<file path="config.mk">
export PLATFORM = sky130hd
export DESIGN_NAME = irq_vector_ctrl
export DESIGN_NICKNAME = d
export VERILOG_FILES = /design/src/rtl/irq_vec_pkg.sv /design/src/rtl/ivc_prio_enc.sv /design/src/rtl/ivc_byte_fmt.sv /design/src/rtl/irq_vector_ctrl.sv
export SDC_FILE = /design/constraint.sdc
export NUM_CORES = 1
export LEC_CHECK = 0
export BUFFER_PORTS_ARGS = -buffer_cell sky130_fd_sc_hd__buf_2
export CAP_MARGIN = 0
export CORE_AREA = 2 2 39 41
export CTS_BUF_LIST = sky130_fd_sc_hd__clkbuf_16
export DETAILED_ROUTE_END_ITERATION = 6
export DIE_AREA = 0 0 41 43
export MAX_ROUTING_LAYER = met4
export PLACE_DENSITY_LB_ADDON = 0.1
export SLEW_MARGIN = 20
export SYNTH_ARGS = -nofsm -noshare
export SYNTH_HDL_FRONTEND = slang
export SYNTH_SLANG_ARGS = --single-unit
</file>
<file path="constraint.sdc">
create_clock -name clk -period 2.05 [get_ports clk]
set_clock_uncertainty 0.1 [all_clocks]
set_input_delay 0.1025 -clock clk [delete_from_list [all_inputs] [get_ports clk]]
set_output_delay 0.1025 -clock clk [all_outputs]
set_load 0.01 [all_outputs]
</file>
<file path="src/rtl/irq_vec_pkg.sv">
package irq_vec_pkg;

    typedef enum logic [2:0] {
        ST_IDLE,
        ST_FIRE,
        ST_WAIT,
        ST_DRIVE,
        ST_PORT
    } ivc_state_e;

    localparam int unsigned BYTE_W    = 8;
    localparam int unsigned VEC_SHIFT = 3;

endpackage

</file>
<file path="src/rtl/ivc_prio_enc.sv">
module ivc_prio_enc #(
    parameter int unsigned NREQ  = 8,
    localparam int unsigned VEC_W = $clog2(NREQ)
) (
    input  logic [NREQ-1:0]  req_i,
    output logic             any_o,
    output logic [VEC_W-1:0] idx_o
);

    always_comb begin
        idx_o = VEC_W'(NREQ - 1);
        for (int i = NREQ - 1; i >= 0; i--) begin
            if (req_i[i]) begin
                idx_o = VEC_W'(i);
            end
        end
        any_o = |req_i;
    end

endmodule

</file>
<file path="src/rtl/ivc_byte_fmt.sv">
module ivc_byte_fmt
    import irq_vec_pkg::*;
#(
    parameter int unsigned VEC_W = 3
) (
    input  logic [VEC_W-1:0]  vec_i,
    input  logic              alt_i,
    output logic [BYTE_W-1:0] ack_byte_o,
    output logic [BYTE_W-1:0] port_byte_o
);

    localparam logic [BYTE_W-1:0] FIELD =
        BYTE_W'(((1 << VEC_W) - 1) << VEC_SHIFT);

    logic [BYTE_W-1:0] placed;

    always_comb begin
        placed      = BYTE_W'(vec_i) << VEC_SHIFT;
        port_byte_o = placed;
        ack_byte_o  = alt_i ? {BYTE_W{1'b1}} : (~FIELD | placed);
    end

endmodule

</file>
<file path="src/rtl/irq_vector_ctrl.sv">
module irq_vector_ctrl
    import irq_vec_pkg::*;
#(
    parameter int unsigned NREQ = 8
) (
    input  logic            clk,
    input  logic            rst_n,
    input  logic [NREQ-1:0] req_i,
    input  logic            casc_en_i,
    output logic            casc_en_o,
    input  logic            ack_i,
    input  logic            io_rd_i,
    input  logic            vec_read_mode_i,
    output logic            irq_o,
    output logic [7:0]      dout_o,
    output logic            dout_oe_o
);

    localparam int unsigned VEC_W = $clog2(NREQ);

    ivc_state_e        state_q, state_d;
    logic              irq_q;
    logic [VEC_W-1:0]  vec_q;
    logic              alt_q;
    logic              win_any;
    logic [VEC_W-1:0]  win_idx;
    logic [BYTE_W-1:0] ack_byte, port_byte;

    ivc_prio_enc #(.NREQ(NREQ)) u_enc (
        .req_i (req_i),
        .any_o (win_any),
        .idx_o (win_idx)
    );

    ivc_byte_fmt #(.VEC_W(VEC_W)) u_fmt (
        .vec_i       (vec_q),
        .alt_i       (alt_q),
        .ack_byte_o  (ack_byte),
        .port_byte_o (port_byte)
    );

    // state register and captured datapath
    always_ff @(posedge clk or negedge rst_n) begin
        if (!rst_n) begin
            state_q <= ST_IDLE;
            irq_q   <= 1'b0;
            vec_q   <= '0;
            alt_q   <= 1'b0;
        end else begin
            state_q <= state_d;
            if (state_q == ST_FIRE) begin
                irq_q <= 1'b1;
            end else if (state_q == ST_WAIT && ack_i) begin
                irq_q <= 1'b0;
                vec_q <= win_idx;
                alt_q <= vec_read_mode_i;
            end
        end
    end

    // transitions
    always_comb begin
        state_d = state_q;
        unique case (state_q)
            ST_IDLE:  if (casc_en_i && win_any) state_d = ST_FIRE;
            ST_FIRE:  state_d = ST_WAIT;
            ST_WAIT:  if (ack_i) state_d = ST_DRIVE;
            ST_DRIVE: state_d = alt_q ? ST_PORT : ST_IDLE;
            ST_PORT:  if (io_rd_i) state_d = ST_IDLE;
            default:  state_d = ST_IDLE;
        endcase
    end

    // outputs
    always_comb begin
        dout_oe_o = 1'b0;
        dout_o    = '0;
        unique case (state_q)
            ST_DRIVE: begin
                dout_oe_o = 1'b1;
                dout_o    = ack_byte;
            end
            ST_PORT: begin
                if (io_rd_i) begin
                    dout_oe_o = 1'b1;
                    dout_o    = port_byte;
                end
            end
            default: begin
                dout_oe_o = 1'b0;
            end
        endcase
        irq_o     = irq_q;
        casc_en_o = casc_en_i && !win_any && (state_q == ST_IDLE);
    end

endmodule

</file>
Word level (Yosys, flattened, before mapping)
Index checks and enable logic that the tools add are counted.
{"block": "totals", "ff_bits": 8, "in_bits": 14, "out_inout_bits": 11, "elab_cells": 41}
{"block": "classes", "eq_ne": 7, "n_mux": 19, "bitwise": 1, "reduce_logical": 10}
{"cell": "3-bit 2-to-1 mux", "count": 8}
{"cell": "8-bit one-hot mux with 2 select lines", "count": 1}
{"cell": "3-bit one-hot mux with 5 select lines", "count": 1}
{"cell": "6-bit 2-to-1 mux", "count": 2}
{"cell": "8-bit OR reduction", "count": 1}
{"cell": "3-bit by 2-bit == test with 1-bit output, second input constant", "count": 2}
{"cell": "2-bit inequality test, second input constant", "count": 3}
{"cell": "1-bit logical AND", "count": 4}
{"cell": "1-bit 2-to-1 mux", "count": 4}
{"cell": "2-bit 2-to-1 mux", "count": 2}
{"cell": "3-bit by 1-bit == test with 1-bit output, second input constant", "count": 1}
{"cell": "3-bit == test, second input constant", "count": 1}
{"cell": "3-bit zero test", "count": 1}
{"cell": "3-bit AND reduction", "count": 1}
{"cell": "1-bit one-hot mux with 2 select lines", "count": 1}
{"cell": "2-bit AND reduction", "count": 1}
{"cell": "2-bit nonzero test", "count": 1}
{"cell": "1-bit zero test", "count": 1}
{"cell": "1-bit NOT", "count": 1}

Logic depth before layout (Yosys ltp)
{"block": "logic_depth", "ltp_word": 7, "depth_mapped": 4, "depth_no_buf": 3}

Modules after synthesis
A second synthesis with hierarchy kept.
{"block": "unflattened", "hier_cells": 69, "area_unflattened_um2": 676.9}
{"module": "irq_vector_ctrl", "n_inst": 1, "cells_each": 40, "area_per_inst_um2": 491.7, "seq_area_each_um2": 200.2}
{"module": "ivc_byte_fmt", "n_inst": 1, "cells_each": 18, "area_per_inst_um2": 123.9, "seq_area_each_um2": 0.0}
{"module": "ivc_prio_enc", "n_inst": 1, "cells_each": 11, "area_per_inst_um2": 61.3, "seq_area_each_um2": 0.0}

Worst setup path after synthesis
No wires, ideal clock.
{"block": "synth_path", "path_type": "reg2out", "startpoint": "reg state_q[2]", "endpoint": "out dout_o[5]", "arrival_time_ns": 1.251, "required_ns": 1.847, "slack_ns": 0.596, "stages_incl_launch_ff": 4, "path_buffers": 0, "path_cell_list": "dfrtp_1 and3b_1 or2_1 a21boi_1"}
{"block": "synth_between", "elab_chain_cells": 2, "elab_cells_between_ends": 3, "cone_classes": "2 x eq/ne; 1 x mux"}
{"item": "start, declared", "line_no": "irq_vector_ctrl.sv:21", "text": "ivc_state_e state_q, state_d;"}
{"item": "start signal, assigned", "line_no": "irq_vector_ctrl.sv:50", "text": "state_q <= state_d;"}
{"item": "3-bit == test or 3-bit by 2-bit == test with 1-bit output (tied branches)", "line_no": "irq_vector_ctrl.sv:78", "text": "unique case (state_q)"}
{"item": "8-bit one-hot mux with 2 select lines (*)", "line_no": "irq_vector_ctrl.sv:78"}
{"item": "end, declared", "line_no": "irq_vector_ctrl.sv:15", "text": "output logic [7:0] dout_o,"}
Mark *: on every way between the ends. The rest lies on a longest branch, timed or not.

Worst setup path after layout
Ends and elaborated chain as after synthesis.

==> out/results.ini <==
[final_layout]
syn2layout_area_growth_pct=40.51
layout-drive-gt1-share=0.3924
finalNetCount=95
fin_area_sq_um=694.4
num_antenna_cells=0

[pwr]
powerDensity_mw_per_mm2=1366
p_leak_nw=0.3575
p_comb_frac=0.346
power_frac_seq=0.311
power_switching_w=0.0003095
intPower_w=0.0006392
power_frac_clock=0.342
netSwitchingFraction=0.3262
ir_worst_vdd_v=0.0005124

[logic_synthesis]
ys_types=25
synthFlopType=dfrtp_1
ys_top_cells_by_area=dfrtp_1 41%, nand2_1 6.8%, buf_4 6.1%
yosys-top-cells-count=9 x nand2_1, 8 x dfrtp_1, 8 x nor2_1
ys_ff_latch=8
synth_edf_count=0
netlist.area_leader.share=0.4051
async_reset_ff_frac=1.000
syn_area_sq_um=494.2
synth_top_area_cell=dfrtp_1
synth_area_per_cell_sq_um=8.986
yosys_warnings=0
yosysMostFrequentCell=nand2_1
syn-num-nets=69
synth_seq_area_share=0.4051
synth_cells=55

[worst_setup_path]
critPathMaxStageDelay_ns=0.43
start_kind=flop
cp.arrival_ns=1.48
crit_fanout=9
cp.buffers_inverters=1
cp_cell_sequence=and3b_1 > or2_1 > a21boi_1 > buf_2
crit_type=reg -> out
required_ns=1.85
critPathTopFamily=simple AND/OR/NAND/NOR gates
cp-end-kind=output port
cpMaxStageDelayCell=dfrtp_1

[grt]
first_global_vias=395
grt.overflow.total=0
grt_max_degree=10
grt_pass1_wl_mm=1.614
track_usage=0.1448
antenna_found_initial=0

[placement]
numPortBuffers=24
place_congestion=0.6793
dpl_worst_slack_ns=0.5603
place_area_sq_um=599.3
dp.final_hpwl_microns=756.8

[timing]
setup_tns_ns=0
timing.final.crit_share=0.8186
setup_viol=0
tightestPinTransition_ns=0.3663
clock.fmax_ghz=0.5959
worst_slack_ns=0.3718
grt_setup_unrepaired=false
finalHoldViolations=0
slew_headroom=0.7544
period_needed_ns=1.678
slew_viol_final=0

[floorplanning]
ios=25
core_area_sq_mm=0.001384
dieArea_sq_mm=0.001763
die_width_microns=41
rows=14
initial_core_util=0.3571
die_h_microns=43

[cts]
clock_sinks=8
cts_setup_buffers=0
cts_tree=done
clk_root_buffer_cell=clkbuf_16
ctsLongestPathBuffers=2
clk_pin_slew_ns=0.04
htreeDepth=1
clock_latency_ns=0.23
cts_made_buffers=3

[drt]
drc=0
vias=459
drtIter0Drc=4
wl_per_cell_microns=10.73
wirelength_mm=1.019
firstDrtPassIters=4
avgViaCountPerCell=4.832
drtAntennaViolNets=0

[hold_path]
hold_path_class=in -> reg

[run]
drv_cap=0

[run_status]
status=complete, no violations

through the flow:
stage,total power [W],util,hold WS (ns),std cells
floorplan,0.0005481,-,-0.2931,55
global placement,0.0006243,0.4331,-0.1441,90
detailed placement,0.0006221,0.4331,-0.1453,90
CTS,0.0009584,0.5018,0.003806,95
global route,0.001026,0.5018,0.01099,95
finish,0.0009487,0.5018,0.003462,95
path summary, 6_finish.rpt:
kind	start	cells after the start	slack, ns	end
worst max-delay path	state_q[2]	4	0.37	dout_o[5]
worst min-delay path	req_i[0]	2	0.003	vec_q[0]
worst max register to register	state_q[2]	2	0.57	alt_q
worst min register to register	vec_q[2]	2	0.39	vec_q[2]
max in group asynchronous	rst_n	2	1.54	alt_q
min in group asynchronous	rst_n	2	0.15	irq_o
state kept, by name, indices dropped and copies added, names as in the netlist:
name / count
alt_q: 1
irq_o: 1
state_q: 3
vec_q: 3
cells by family (layout without fill, tap and decap cells):
logic type      Yosys count  count (layout)  share of synthesized area
mux                       1               1                    0.03037
compound gates           10              10                     0.1418
flops                     8               8                     0.4051
xor+xnor                  1               1                    0.01772
simple gates             28              28                     0.3190
buf+inv                   7              31                    0.08607
power groups by stage:
stage,registers [W],clock network [W],logic [W]
floorplan,0.000285,0,0.000263
global placement,0.000296,0,0.000328
detailed placement,0.000296,0,0.000326
CTS,0.000296,0.000330,0.000332
global route,0.000309,0.000335,0.000382
finish,0.000295,0.000325,0.000328
per-layer routing:
metal	up-vias	wire length, microns	part of all wire	track usage
met3	2	71	0.070	0.04712
met2	20	473	0.46	0.1969
met1	199	460	0.45	0.1739
li1	238	-	-	-
met5	-	0	0	-
met4	0	14	0.014	0.1000
cell usage in the layout (no fill, tap or decap), types with 2 or more instances in the layout:
master,Yosys,routed
buf_2,1,24
nor2_1,8,8
nand3b_1,2,2
dlygate4sd3_1,0,2
o21ai_1,2,2
clkbuf_16,0,3
inv_1,2,2
nand2_1,9,9
o21ai_0,3,3
dfrtp_1,8,8
repair_timing:
action,CTS,global route
endpoints found under the hold margin,9,0
hold buffers,2,0
resized for setup,0,0
final cells by class:
| type | instances | area, sq um |
|---|---|---|
| Fill cell | 140 | 689.4 |
| Sequential cell | 8 | 200.2 |
| Inverter | 2 | 7.507 |
| Timing Repair Buffer | 26 | 140.1 |
| Clock buffer | 3 | 75.07 |
| Multi-Input combinational cell | 40 | 251.5 |
| Tap cell | 16 | 20.02 |
Note: power is estimated with default switching activity, not from simulation.
